`config.mk`:
```
export PLATFORM = sky130hd
export DESIGN_NAME = pfm_pwm_modulator
export DESIGN_NICKNAME = d
export VERILOG_FILES = /design/src/rtl/pfm_pwm_pkg.sv /design/src/rtl/pfm_pwm_pi.sv /design/src/rtl/pfm_pwm_saw.sv /design/src/rtl/pfm_pwm_deadband.sv /design/src/rtl/pfm_pwm_modulator.sv
export SDC_FILE = /design/constraint.sdc
export NUM_CORES = 1
export LEC_CHECK = 0
export ABC_AREA = 1
export BUFFER_PORTS_ARGS = -buffer_cell sky130_fd_sc_hd__buf_2
export CAP_MARGIN = 20
export CORE_MARGIN = 1
export CORE_UTILIZATION = 35
export CTS_CLUSTER_DIAMETER = 150
export CTS_CLUSTER_SIZE = 30
export DETAILED_ROUTE_END_ITERATION = 7
export SYNTH_ARGS = -nofsm -noshare
export SYNTH_HDL_FRONTEND = slang
export SYNTH_SLANG_ARGS = --single-unit
```
`constraint.sdc`:
```
create_clock -name clk -period 15.05 [get_ports clk]
set_clock_uncertainty 0.05 [all_clocks]
set_input_delay 2.2575 -clock clk [delete_from_list [all_inputs] [get_ports clk]]
set_output_delay 2.2575 -clock clk [all_outputs]
set_load 0.02 [all_outputs]
```
`src/rtl/pfm_pwm_pkg.sv`:
```
package pfm_pwm_pkg;

  localparam logic [1:0] LIM_NONE = 2'b00;
  localparam logic [1:0] LIM_SLOW = 2'b01;
  localparam logic [1:0] LIM_FAST = 2'b11;

  function automatic longint clip(longint v, longint lo, longint hi);
    if (v < lo) return lo;
    if (v > hi) return hi;
    return v;
  endfunction

  // threshold: half period plus a trim bounded to about a tenth of the period
  function automatic longint duty_thr(longint per, longint trim);
    longint m;
    m = (per * 51) >>> 9;
    return (per >>> 1) + clip(trim, -m, m);
  endfunction

endpackage

```
`src/rtl/pfm_pwm_pi.sv`:
```
module pfm_pwm_pi
  import pfm_pwm_pkg::*;
#(
  parameter int DATA_W   = 12,
  parameter int PER_MIN  = 1053,
  parameter int PER_MAX  = 2000,
  parameter int KP       = 2,
  parameter int KI       = 1,
  parameter int KT       = 1,
  parameter int TRIM_LIM = 255,
  parameter int PER_W    = 11,
  parameter int TRIM_W   = 9
) (
  input  logic                     clk,
  input  logic                     rst_n,
  input  logic [DATA_W-1:0]        ref_code,
  input  logic                     fb_valid,
  output logic                     fb_ready,
  input  logic [DATA_W-1:0]        fb_data,
  output logic [PER_W-1:0]         per_cmd,
  output logic signed [TRIM_W-1:0] trim_cmd
);

  localparam int SPAN    = PER_MAX - PER_MIN;
  localparam int INT_RST = SPAN / 2;
  localparam int PER_RST = PER_MAX - INT_RST;

  logic                     busy;
  logic                     take;
  logic signed [DATA_W:0]   err_q;
  logic [PER_W-1:0]         integ;
  longint                   e_l, integ_n, ctl_l, per_n, trim_n;

  assign fb_ready = rst_n & ~busy;
  assign take     = fb_valid & fb_ready;

  // stage 1: capture the error of an accepted sample
  always_ff @(posedge clk or negedge rst_n) begin
    if (!rst_n) begin
      busy  <= 1'b0;
      err_q <= '0;
    end else begin
      busy <= take;
      if (take) err_q <= $signed({1'b0, fb_data}) - $signed({1'b0, ref_code});
    end
  end

  // stage 2 arithmetic: integrator, proportional term, period clamp, trim
  always_comb begin
    e_l     = longint'(err_q);
    integ_n = clip(longint'(integ) + longint'(KI) * e_l, 0, longint'(SPAN));
    ctl_l   = integ_n + longint'(KP) * e_l;
    per_n   = clip(longint'(PER_MAX) - ctl_l, longint'(PER_MIN), longint'(PER_MAX));
    trim_n  = longint'(trim_cmd) - longint'(KT) * e_l;
    if (per_n == longint'(PER_MAX))
      trim_n = clip(trim_n, 0, longint'(TRIM_LIM));
    else if (per_n == longint'(PER_MIN))
      trim_n = clip(trim_n, -longint'(TRIM_LIM), 0);
    else
      trim_n = 0;
  end

  always_ff @(posedge clk or negedge rst_n) begin
    if (!rst_n) begin
      integ    <= PER_W'(INT_RST);
      per_cmd  <= PER_W'(PER_RST);
      trim_cmd <= '0;
    end else if (busy) begin
      integ    <= PER_W'(integ_n);
      per_cmd  <= PER_W'(per_n);
      trim_cmd <= TRIM_W'(trim_n);
    end
  end

  AST_READY_DROPS: assert property (@(posedge clk) disable iff (!rst_n)
    take |=> !fb_ready) else $error("ready stayed high after handshake");

  AST_CMD_HOLD: assert property (@(posedge clk) disable iff (!rst_n)
    !busy |=> ($stable(per_cmd) && $stable(trim_cmd))) else $error("command moved without sample");

endmodule

```
`src/rtl/pfm_pwm_saw.sv`:
```
module pfm_pwm_saw
  import pfm_pwm_pkg::*;
#(
  parameter int PER_MIN = 1053,
  parameter int PER_MAX = 2000,
  parameter int PER_W   = 11,
  parameter int TRIM_W  = 9
) (
  input  logic                     clk,
  input  logic                     rst_n,
  input  logic [PER_W-1:0]         per_cmd,
  input  logic signed [TRIM_W-1:0] trim_cmd,
  output logic                     raw_lo,
  output logic [1:0]               lim_flag,
  output logic                     pwm_mode
);

  localparam int PER_RST = PER_MAX - (PER_MAX - PER_MIN) / 2;
  localparam int THR_RST = PER_RST / 2;

  logic [PER_W-1:0] cnt, per_act, thr_act, thr_n;
  logic             wrap;

  assign wrap = (cnt == per_act - 1'b1);

  always_comb thr_n = PER_W'(duty_thr(longint'(per_cmd), longint'(trim_cmd)));

  // period and threshold are swapped in only at the wrap
  always_ff @(posedge clk or negedge rst_n) begin
    if (!rst_n) begin
      cnt     <= '0;
      per_act <= PER_W'(PER_RST);
      thr_act <= PER_W'(THR_RST);
    end else if (wrap) begin
      cnt     <= '0;
      per_act <= per_cmd;
      thr_act <= thr_n;
    end else begin
      cnt <= cnt + 1'b1;
    end
  end

  assign raw_lo = (cnt < thr_act);

  always_comb begin
    if (per_act == PER_W'(PER_MAX))      lim_flag = LIM_SLOW;
    else if (per_act == PER_W'(PER_MIN)) lim_flag = LIM_FAST;
    else                                 lim_flag = LIM_NONE;
  end
  assign pwm_mode = (lim_flag != LIM_NONE);

  logic [PER_W-1:0] half_act, mrg_act;
  assign half_act = per_act >> 1;
  assign mrg_act  = PER_W'((32'(per_act) * 32'd51) >> 9);

  AST_CNT_IN_PERIOD: assert property (@(posedge clk) disable iff (!rst_n)
    cnt < per_act) else $error("count beyond period");

  AST_HOLD_MIDPERIOD: assert property (@(posedge clk) disable iff (!rst_n)
    !wrap |=> ($stable(per_act) && $stable(thr_act))) else $error("mid-period change");

  AST_LOAD_AT_WRAP: assert property (@(posedge clk) disable iff (!rst_n)
    wrap |=> (per_act == $past(per_cmd))) else $error("period not loaded at wrap");

  AST_PFM_HALF: assert property (@(posedge clk) disable iff (!rst_n)
    (lim_flag == LIM_NONE) |-> (thr_act == half_act)) else $error("duty not half");

  AST_SLOW_WIDENS: assert property (@(posedge clk) disable iff (!rst_n)
    (lim_flag == LIM_SLOW) |-> (thr_act >= half_act)) else $error("duty fell at slow limit");

  AST_FAST_NARROWS: assert property (@(posedge clk) disable iff (!rst_n)
    (lim_flag == LIM_FAST) |-> (thr_act <= half_act)) else $error("duty rose at fast limit");

  AST_DUTY_WINDOW: assert property (@(posedge clk) disable iff (!rst_n)
    ((thr_act + mrg_act >= half_act) && (thr_act <= half_act + mrg_act))) else $error("duty out of window");

endmodule

```
`src/rtl/pfm_pwm_deadband.sv`:
```
module pfm_pwm_deadband #(
  parameter int DT_W = 6
) (
  input  logic            clk,
  input  logic            rst_n,
  input  logic            raw_lo,
  input  logic [DT_W-1:0] dead_time,
  output logic            gate_hi,
  output logic            gate_lo
);

  logic            side;
  logic [DT_W-1:0] dcnt;
  logic            quiet;
  logic [1:0]      leg;

  assign quiet = (dcnt == '0);

  always_ff @(posedge clk or negedge rst_n) begin
    if (!rst_n) begin
      side <= 1'b1;
      dcnt <= '0;
    end else if (raw_lo != side) begin
      side <= raw_lo;
      dcnt <= dead_time;
    end else if (!quiet) begin
      dcnt <= dcnt - 1'b1;
    end
  end

  // leg 0 drives the low side, leg 1 the high side
  for (genvar gi = 0; gi < 2; gi++) begin : g_leg
    localparam bit ON_LO = (gi == 0);
    assign leg[gi] = rst_n & quiet & (side == ON_LO);
  end

  assign gate_lo = leg[0];
  assign gate_hi = leg[1];

  always_comb begin
    AST_NO_SHOOT_THROUGH: assert (!(gate_hi && gate_lo)) else $error("both gates on");
    if (!rst_n) begin
      AST_OFF_IN_RESET: assert (!gate_hi && !gate_lo) else $error("gate on in reset");
    end
  end

  AST_DEAD_BAND: assert property (@(posedge clk) disable iff (!rst_n)
    ((raw_lo != side) && (dead_time != '0)) |=> (!gate_hi && !gate_lo)) else $error("no dead band");

endmodule

```
`src/rtl/pfm_pwm_modulator.sv`:
```
module pfm_pwm_modulator #(
  parameter int DATA_W   = 12,
  parameter int PER_MIN  = 1053,
  parameter int PER_MAX  = 2000,
  parameter int KP       = 2,
  parameter int KI       = 1,
  parameter int KT       = 1,
  parameter int TRIM_LIM = 255,
  parameter int DT_W     = 6
) (
  input  logic              clk,
  input  logic              rst_n,
  input  logic [DATA_W-1:0] ref_code,
  input  logic              fb_valid,
  output logic              fb_ready,
  input  logic [DATA_W-1:0] fb_data,
  input  logic [DT_W-1:0]   dead_time,
  output logic              gate_hi,
  output logic              gate_lo,
  output logic              gate_aux,
  output logic [1:0]        lim_flag,
  output logic              pwm_mode
);

  localparam int PER_W  = $clog2(PER_MAX + 1);
  localparam int TRIM_W = $clog2(TRIM_LIM + 1) + 1;

  logic [PER_W-1:0]         per_cmd;
  logic signed [TRIM_W-1:0] trim_cmd;
  logic                     raw_lo;

  pfm_pwm_pi #(
    .DATA_W(DATA_W), .PER_MIN(PER_MIN), .PER_MAX(PER_MAX), .KP(KP), .KI(KI),
    .KT(KT), .TRIM_LIM(TRIM_LIM), .PER_W(PER_W), .TRIM_W(TRIM_W)
  ) u_pi (
    .clk(clk), .rst_n(rst_n), .ref_code(ref_code), .fb_valid(fb_valid),
    .fb_ready(fb_ready), .fb_data(fb_data), .per_cmd(per_cmd), .trim_cmd(trim_cmd)
  );

  pfm_pwm_saw #(
    .PER_MIN(PER_MIN), .PER_MAX(PER_MAX), .PER_W(PER_W), .TRIM_W(TRIM_W)
  ) u_saw (
    .clk(clk), .rst_n(rst_n), .per_cmd(per_cmd), .trim_cmd(trim_cmd),
    .raw_lo(raw_lo), .lim_flag(lim_flag), .pwm_mode(pwm_mode)
  );

  pfm_pwm_deadband #(.DT_W(DT_W)) u_db (
    .clk(clk), .rst_n(rst_n), .raw_lo(raw_lo), .dead_time(dead_time),
    .gate_hi(gate_hi), .gate_lo(gate_lo)
  );

  assign gate_aux = gate_lo;

endmodule

```
Word level (Yosys, flattened, before mapping). Cells that the tools add are included.

Input bits: 33. Flip-flop bits (word level): 85. Output and inout port bits: 7. Word-level logic and storage cells: 94.

Eq/ne operators: 7. $lt $le $gt $ge: 11. Bitwise gates (word level): 7. Muxes and demuxes: 46. Multipliers: 1. Reductions and logical operators: 2. Add/subtract/negate cells: 10.

Operators with widths (count): 64-bit 2-to-1 mux (4); 64-bit by 12-bit == test with 1-bit output, second input constant (2); 11-bit 2-to-1 mux (7); 9-bit 2-to-1 mux (8); 64-bit by 14-bit adder with 64-bit output (1); 64-bit by 11-bit greater-than comparator with 1-bit output, second input constant (1); 64-bit by 12-bit greater-than comparator with 1-bit output, second input constant (1); 64-bit by 1-bit less-than comparator with 1-bit output, second input constant (1); 64-bit by 12-bit less-than comparator with 1-bit output, second input constant (1); 9-bit by 64-bit less-than comparator with 1-bit output (1); 8-bit negator with 64-bit output (1); 12-bit by 64-bit subtractor with 64-bit output, first input constant (1); 11-bit == test, second input constant (2); 1-bit 2-to-1 mux (21); 11-bit by 6-bit multiplier with 17-bit output, second input constant (1); 12-bit by 13-bit adder with 14-bit output (1); 14-bit by 1-bit greater-than comparator with 1-bit output, second input constant (1); 14-bit by 9-bit greater-than comparator with 1-bit output, second input constant (1); 14-bit by 1-bit less-than comparator with 1-bit output, second input constant (1); 14-bit by 9-bit less-than comparator with 1-bit output, second input constant (1); 9-bit by 13-bit subtractor with 14-bit output (1); 12-bit by 12-bit subtractor with 13-bit output (1); 6-bit 2-to-1 mux (2); 11-bit by 1-bit adder with 11-bit output, second input constant (1); other kinds (15) (21).

Logic depth before layout (Yosys ltp). Gate-level depths: netlist (run 1).

Depth after elaboration: 23. Depth in mapped cells: 51. Mapped depth without buffers: 51.

Cells and area by module. A second synthesis (run 1) with hierarchy kept.

Cells, all modules: 1607. Area, all modules: 10737.8 µm².

Modules (own cells, without submodules): pfm_pwm_pi (cells each 846, instances 1, sequential area each 1144.8 µm², area an instance 5386.4 µm²); pfm_pwm_saw (cells each 687, instances 1, sequential area each 847.1 µm², area an instance 4819.6 µm²); pfm_pwm_deadband (cells each 73, instances 1, sequential area each 176.4 µm², area an instance 524.3 µm²); pfm_pwm_modulator (cells each 1, instances 1, sequential area each 0.0 µm², area an instance 7.5 µm²).

Worst setup path after synthesis (run 1). No wires, ideal clock.

Path kind: reg2reg. From: register u_pi.per_cmd[2]. To: register u_saw.thr_act[10]. Arrival time: 6.896 ns. Stages on the path, launching flop included: 50. Required time: 14.874 ns. Period minus slack after synthesis: 7.072 ns. Setup time: 0.126 ns. Slack: 7.978 ns. Path buffers: 1. Cell sequence: dfstp_2 ha_1 inv_1 fa_1 fa_1 inv_1 ha_1 nand2_1 o21ai_0 a21oi_1 o21ai_0 a21oi_1 xnor2_1 inv_1 ha_1 inv_1 nor2_1 inv_1 [14 not listed] clkbuf_1 o211ai_1 o21ai_0 fa_1 nand3_1 a21oi_1 o21ai_0 nand2_1 nand2_1 nand2_1 a21oi_1 nor2_1 nor2_1 o21bai_1 inv_1 nand2_1 nand3_1 o21ai_0.

Word-level cells in the longest chain between the ends: 8. Elaborated cells on any way between the ends: 12. Those cells by class: add/sub: 2; mul: 1; order compare: 2; mux: 7.

Ends and longest elaborated chain: from (decl) (line pfm_pwm_pi.sv:20) `output logic [PER_W-1:0] per_cmd,`; from (signal assigned) (line pfm_pwm_pi.sv:66) `per_cmd <= PER_W'(PER_RST);`; from (signal assigned) (line pfm_pwm_pi.sv:70) `per_cmd <= PER_W'(per_n);`; 11-bit by 6-bit multiplier with 17-bit output (line pfm_pwm_pkg.sv:16) `m = (per * 51) >>> 9;`; 8-bit negator with 64-bit output (line pfm_pwm_pkg.sv:17) `return (per >>> 1) + clip(trim, -m, m);`; 9-bit by 64-bit less-than comparator with 1-bit output (line pfm_pwm_pkg.sv:8) `if (v < lo) return lo;`; 11-bit 2-to-1 mux (line pfm_pwm_pkg.sv:8); 11-bit 2-to-1 mux (line pfm_pwm_pkg.sv:9) `if (v > hi) return hi;`; 11-bit 2-to-1 mux (line pfm_pwm_pkg.sv:10) `return v;`; 11-bit 2-to-1 mux (line pfm_pwm_pkg.sv:9); 11-bit adder (*) (line pfm_pwm_pkg.sv:17); to (signal assigned) (line pfm_pwm_saw.sv:33) `thr_act <= PER_W'(THR_RST);`; to (signal assigned) (line pfm_pwm_saw.sv:37) `thr_act <= thr_n;`; to (decl) (line pfm_pwm_saw.sv:21) `logic [PER_W-1:0] cnt, per_act, thr_act, thr_n;`.

Mark *: on every way between the ends. The rest lies on a longest branch, timed or not. The select of a mux whose other input is x is not followed. A chain may end at the register's enable or synchronous reset.

Worst setup path after layout (run 1).
From: register u_pi.per_cmd[6]. To: register u_saw.thr_act[10].

The elaborated chain is that of the path after synthesis.

==> results of run 1 <==
==> flip-flops by register name, indices dropped and copies added (netlist names) <==
register       flops
u_pi.err_q        13
u_pi.trim_cmd      9
u_saw.per_act     11
u_pi.per_cmd      11
u_db.side          1
u_saw.cnt         11
u_saw.thr_act     11
u_pi.integ        11
u_db.dcnt          6
u_pi.busy          1
==> worst max path at each step <==
| stage | start | endpoint | slack (ps) | cells after the start |
|---|---|---|---|---|
| 3_5_place_dp | u_pi.per_cmd[6] | u_saw.thr_act[10] | 6820 | 51 |
| 2_1_floorplan | u_pi.per_cmd[2] | u_saw.thr_act[10] | 7980 | 49 |
| 6_report | u_pi.per_cmd[6] | u_saw.thr_act[10] | 6770 | 51 |
| 4_1_cts | u_pi.per_cmd[6] | u_saw.thr_act[10] | 6770 | 46 |
| 3_3_place_gp | u_pi.per_cmd[6] | u_saw.thr_act[10] | 6970 | 51 |
| 5_1_grt | u_pi.per_cmd[6] | u_saw.thr_act[10] | 5890 | 51 |
==> per-layer routing <==
layer  wire length [um]  GRT usage (%)
met3                797           2.54
met1              12200           23.1
met5                  0              0
met4                448           4.27
met2              11700           31.7
==> final cells by class <==
type                       instances  area, um^2
fill                            3044       17500
multi-input combinational       1146        6910
clock buffer                      12         267
timing repair buffer              41         233
inverter                         271        1020
tap                              384         480
sequential                        85        2170
clock inverter                     4        30.0
==> cell usage in the layout, fill, tap and decap left out, types with 6 or more instances in the layout <==
cell type,synthesis,routed
sky130_fd_sc_hd__dfrtp_1,52,52
sky130_fd_sc_hd__nor3_1,17,17
sky130_fd_sc_hd__fa_1,19,19
sky130_fd_sc_hd__ha_1,145,145
sky130_fd_sc_hd__inv_2,9,9
sky130_fd_sc_hd__buf_2,3,38
sky130_fd_sc_hd__xor2_1,35,35
sky130_fd_sc_hd__a21oi_1,73,73
sky130_fd_sc_hd__o211ai_1,8,8
sky130_fd_sc_hd__o21bai_1,6,6
sky130_fd_sc_hd__nand3_1,89,89
sky130_fd_sc_hd__o21ai_0,87,87
sky130_fd_sc_hd__dfstp_2,33,33
sky130_fd_sc_hd__clkbuf_16,0,9
sky130_fd_sc_hd__xnor2_1,22,22
sky130_fd_sc_hd__nand2_1,409,409
sky130_fd_sc_hd__or2_2,6,6
sky130_fd_sc_hd__nand4_1,37,37
sky130_fd_sc_hd__nor2_1,132,132
sky130_fd_sc_hd__inv_1,261,261
==> metrics by stage <==
step / setup slack (ps) / instances / instance area (um^2)
finish: 6770 / 1943 / 11100
global placement: 6970 / 1926 / 10800
global route: 5890 / 1943 / 11100
detailed placement: 6820 / 1927 / 10800
floorplan: 7980 / 1519 / 10200
CTS: 6770 / 1943 / 11100
==> kinds of logic (layout without fill, tap and decap cells) <==
group | Yosys count | after routing | share of synthesized area, %
buf+inv | 288 | 328 | 10.8
other cells | 2 | 3 | 0.0738
flops | 85 | 85 | 21.3
compound gates | 200 | 200 | 10.8
xor+xnor | 57 | 57 | 4.91
simple gates | 722 | 722 | 30.5
fa+ha+maj | 164 | 164 | 21.6
==> tightest hold or removal path: cells and delay by family (launching register included) <==
kind	cells	cell delay, ps
DFF	1	370
and+or+nand+nor	2	110
==> metrics, run 1 <==
half-perimeter wire length of the detailed placement result 20800 um; Rel. slew slack 43.5%; path type of the worst min-delay path flip-flop to flip-flop; via-per-instance ratio 4.78; synthesized area per cell 6.70 um^2; antenna violations before repair 0; diode insertion count for antenna repair 0; floorplan die height 172 um; final critical-path required period 8280 ps; cell type with the highest aggregate area in the netlist sky130_fd_sc_hd__ha_1; source of the worst register-to-register timing path u_pi.per_cmd[6]; share of flip-flops with an asynchronous set or reset after synthesis 100%; TritonCTS clock tree done; wire length of the first global-routing pass 42800 um; Final Max Tran Viols 0; total DRC errors in the routed layout 0; Setup Buffers After CTS 0; DRC marker count from the first detailed-route iteration 362; standard cell with the maximum stage delay on the critical path sky130_fd_sc_hd__dfstp_2; portion of the post-synthesis area used by sequential elements 21.3%; logic depth of the worst register-to-register path 51; number of global-route vias before repair 8921; routed via count 9295; WS Path Type flip-flop to flip-flop; maximum cell stage delay along the critical path 590 ps; transition time of the tightest slew-check pin 846 ps; number of instances resized during post-cts repair 0; average wire per cell in the routed design 12.9 um; buffers and inverters on the worst path 10; Std-Cell Rows 62; leading post-synthesis cells by instance count 409 x sky130_fd_sc_hd__nand2_1, 261 x sky130_fd_sc_hd__inv_1, 145 x sky130_fd_sc_hd__ha_1; total routing usage reported by global routing 18.0%; setup repair after global routing missed its margin no; required time worst endpoint 15220 ps; CP arrival 8450 ps; Root Buffer sky130_fd_sc_hd__clkbuf_16; Reg2Reg Capture Point u_saw.thr_act[10]; number of cells on the worst hold path 2; worst-case hold path end point u_saw.thr_act[0]; number of clock sinks 85; number of I/O port buffers 39; MaxCap Viol Count 0; kind of launch point of the worst setup path flip-flop; number of routed nets with antenna violations 0; Post-synth EDFFs 0; total congestion overflow after global routing 0; maximum level of the CTS H-tree 3; largest net degree at the start of global routing 62; Netlist cell types 49; summed negative setup slack over all endpoints 0 ps; cell type with the highest occurrence count on the critical path sky130_fd_sc_hd__inv_1; Die Area 0.0297 mm^2; run status completed; post-synthesis cell count 1518; maximum clock insertion buffer count 2; routability congestion estimate 0.901; area of the mapped netlist 0.0102 mm^2; leading cell types by total area after synthesis sky130_fd_sc_hd__ha_1 18%, sky130_fd_sc_hd__nand2_1 15%, sky130_fd_sc_hd__dfrtp_1 13%; reg-to-reg setup timing slack 6770 ps; worst-skew pair later-pin latency 360 ps; Post-synth top flop sky130_fd_sc_hd__dfrtp_1; achievable frequency 121 MHz; Post-CTS Hold Buffers 0; area fraction of the dominant cell type after synthesis 17.8%; flops & latches, synth 85; initial core utilization 35.5%; Final period util 55.0%; synth-to-layout area growth 9.15%; cell family with the largest share of critical-path delay adder cells; count of yosys warnings during synthesis 0; number of hold-slack violations in the final timing report 0; total core area 0.0286 mm^2; first-pass iteration count of the detailed router 6; final standard cell utilization of the core 38.8%; worst hold slack 421 ps; number of nets in the final layout 1751; share of final-layout standard cells stronger than drive strength 1 8.27%; number of ports placed on the die boundary 40; clock buffer count from CTS 9; startpoint of the lowest-slack hold path u_saw.thr_act[0]; clock-pin slew of the registers on the worst-case setup and hold paths 60 ps; maximum fanout encountered on the critical timing path 12; most common cell in the synthesized netlist sky130_fd_sc_hd__nand2_1; overall routed net length 25100 um; Setup violations, final 0; width of the die 172 um; Critical Path Sink Type flip-flop
Power of run 1 is not shown: default switching activity piles up to over one toggle a cycle in this logic, so the estimate is an artifact.
==> run 2, diff against run 1 <==
clock period = 6.8 ns   (was 15.05 ns; I/O delays follow)
==> run 2 against run 1 <==
Compared with the run above:
- the run now ends with negative setup slack left
- critical path depth did not move
- non-clock buffer count rose by 85
- design area rose by 8.5%
==> metrics, run 2 (synthesis results as in run 1) <==
total core area 0.0286 mm^2 (unchanged); most common library cell in the layout ignoring fill and taps sky130_fd_sc_hd__nand2_1; number of routed nets with antenna violations 0 (unchanged); end of the critical path u_saw.thr_act[10]; MaxCap Viol Count 0 (unchanged); width of the die 172 um (unchanged); worst-skew pair later-pin latency 350 ps (about the same); maximum level of the CTS H-tree 3 (unchanged); floorplan die height 172 um (unchanged); total congestion overflow after global routing 0 (unchanged); DRC marker count from the first detailed-route iteration 480 (+33%); kind of launch point of the worst setup path flip-flop; number of nets in the final layout 1837 (+4.9%); overall routed net length 26000 um (+3.5%); standard cell with the maximum stage delay on the critical path sky130_fd_sc_hd__dfstp_2; maximum clock insertion buffer count 2 (unchanged); number of hold-slack violations in the final timing report 0 (unchanged); half-perimeter wire length of the detailed placement result 21400 um (+3.3%); cell type with the highest occurrence count on the critical path sky130_fd_sc_hd__inv_1; routability congestion estimate 0.943 (+4.6%); total DRC errors in the routed layout 0 (unchanged); clock-pin slew of the registers on the worst-case setup and hold paths 70 ps (about the same); antenna violations before repair 0 (unchanged); Setup violations, final 4 (+4); maximum cell stage delay along the critical path 580 ps (about the same); required time worst endpoint 6980 ps (-8240 ps); cell family with the largest share of critical-path delay adder cells; number of global-route vias before repair 9414 (+5.5%); synth-to-layout area growth 18.4%; Post-CTS Hold Buffers 0 (unchanged); Die Area 0.0297 mm^2 (unchanged); largest register by flop count u_pi.err_q; Sequential Area 0.00217 mm^2 (unchanged); final critical-path required period 7080 ps (-1200 ps); buffers and inverters on the worst path 10 (unchanged); footprint of the multi-input gates 0.00722 mm^2 (+4.5%); first-pass iteration count of the detailed router 5 (-1); pre-CTS setup slack -344 ps (-7160 ps); critical path depth 51 (unchanged); largest net degree at the start of global routing 60 (-3.2%); number of flip-flops under the largest register name 13 (unchanged); Std-Cell Rows 62 (unchanged); Final Max Tran Viols 0 (unchanged); run status finished with violations; diode insertion count for antenna repair 0 (unchanged); Critical Path Sink Type flip-flop; number of clock sinks 85 (unchanged); average wire per cell in the routed design 12.8 um (-0.85%); setup repair after global routing missed its margin yes; Root Buffer sky130_fd_sc_hd__clkbuf_16; initial core utilization 35.5% (unchanged); logic depth of the worst register-to-register path 51 (unchanged); CP arrival 7260 ps (-1190 ps); clock buffer count from CTS 9 (unchanged); transition time of the tightest slew-check pin 893 ps (+47.5 ps); summed negative setup slack over all endpoints -694 ps (-694 ps); Final period util 104% (+49 points); post-placement cell area 0.0114 mm^2 (+5.2%); number of filler instances in the final layout 3022 (-0.72%); WS Path Type flip-flop to flip-flop; share of final-layout standard cells stronger than drive strength 1 16.6% (+8.3 points); via-per-instance ratio 4.77 (-0.27%); Post-Layout Inst Area 0.0120 mm^2 (+8.5%); Rel. slew slack 40.3% (-3.2 points); number of ports placed on the die boundary 40 (unchanged); source of the worst register-to-register timing path u_pi.per_cmd[7]; total routing usage reported by global routing 18.5% (+0.47 points); number of I/O port buffers 39 (unchanged); path type of the worst min-delay path flip-flop to flip-flop; post-route worst setup slack -280 ps (-7050 ps); Reg2Reg Capture Point u_saw.thr_act[10]; launch point of the critical path u_pi.per_cmd[7]; violations in the final reports negative setup slack; wire length of the first global-routing pass 44000 um (+2.7%); TritonCTS clock tree done; most frequent cells in the layout 403 x sky130_fd_sc_hd__nand2_1, 253 x sky130_fd_sc_hd__inv_1, 131 x sky130_fd_sc_hd__ha_1; routed via count 9680 (+4.1%); startpoint of the lowest-slack hold path u_saw.thr_act[0]; reg-to-reg setup timing slack -280 ps (-7050 ps); achievable frequency 141 MHz (+17%); maximum fanout encountered on the critical timing path 4 (-8)
-- run 2: cell types whose count changed in the layout (fill, tap and decap cells not counted), moves of 6 or more --
cell                      change
sky130_fd_sc_hd__a21oi_1      -8
sky130_fd_sc_hd__a21oi_2      +7
sky130_fd_sc_hd__buf_4       +85
sky130_fd_sc_hd__ha_1        -14
sky130_fd_sc_hd__ha_4        +11
sky130_fd_sc_hd__inv_1        -8
sky130_fd_sc_hd__inv_2        +8
sky130_fd_sc_hd__nand2_1      -6
sky130_fd_sc_hd__nor2_1      -10
sky130_fd_sc_hd__nor2_2       +9
sky130_fd_sc_hd__o21ai_0     -13
sky130_fd_sc_hd__o21ai_1     +10
-- run 2: what timing repair did --
action | in CTS | in global routing
buffers inserted | 6 | 4
pin swaps | 21 | 48
gates resized for setup | 27 | 48
endpoints found under the hold margin | 0 | 0
gates cloned | 0 | 1
endpoints found under the setup margin | 4 | 18
-- run 2: stage by stage --
| stage | std cells | hold WS [ps] | util [%] |
|---|---|---|---|
| floorplan | 1519 | 398 | - |
| global placement | 2004 | 409 | 39.7 |
| detailed placement | 2004 | 407 | 39.7 |
| CTS | 2026 | 418 | 41.3 |
| global route | 2029 | 452 | 42.1 |
| finish | 2029 | 416 | 42.1 |
-- run 2: cell type report --
type	instances	area share, %
clock buffer	9	1.87
tap	384	3.99
sequential	85	18.0
timing repair buffer	126	7.10
inverter	271	8.45
multi-input combinational	1147	60.0
clock inverter	7	0.613
-- run 2: worst min path at each step --
stage / end / slack [ps] / depth (start not counted)
after floorplan: u_saw.thr_act[0] / 400 / 2
after global placement: u_saw.thr_act[0] / 410 / 2
after detailed placement: u_saw.thr_act[0] / 410 / 2
after CTS: u_saw.thr_act[0] / 420 / 2
after global routing: u_saw.thr_act[0] / 450 / 2
final: u_saw.thr_act[0] / 420 / 2
-- run 2: worst min-delay path: cells and delay by family (launching register included) --
family        cells  cell delay [ps]
flops             1              370
simple gates      2              100
-- run 2: routing by layer --
metal	part of all wire (%)	track usage (%)
met1	46	22.6
met4	3.5	7.12
met2	48	32.7
met3	3.1	2.47
met5	0	0
Power of run 2 is left out for the same reason.
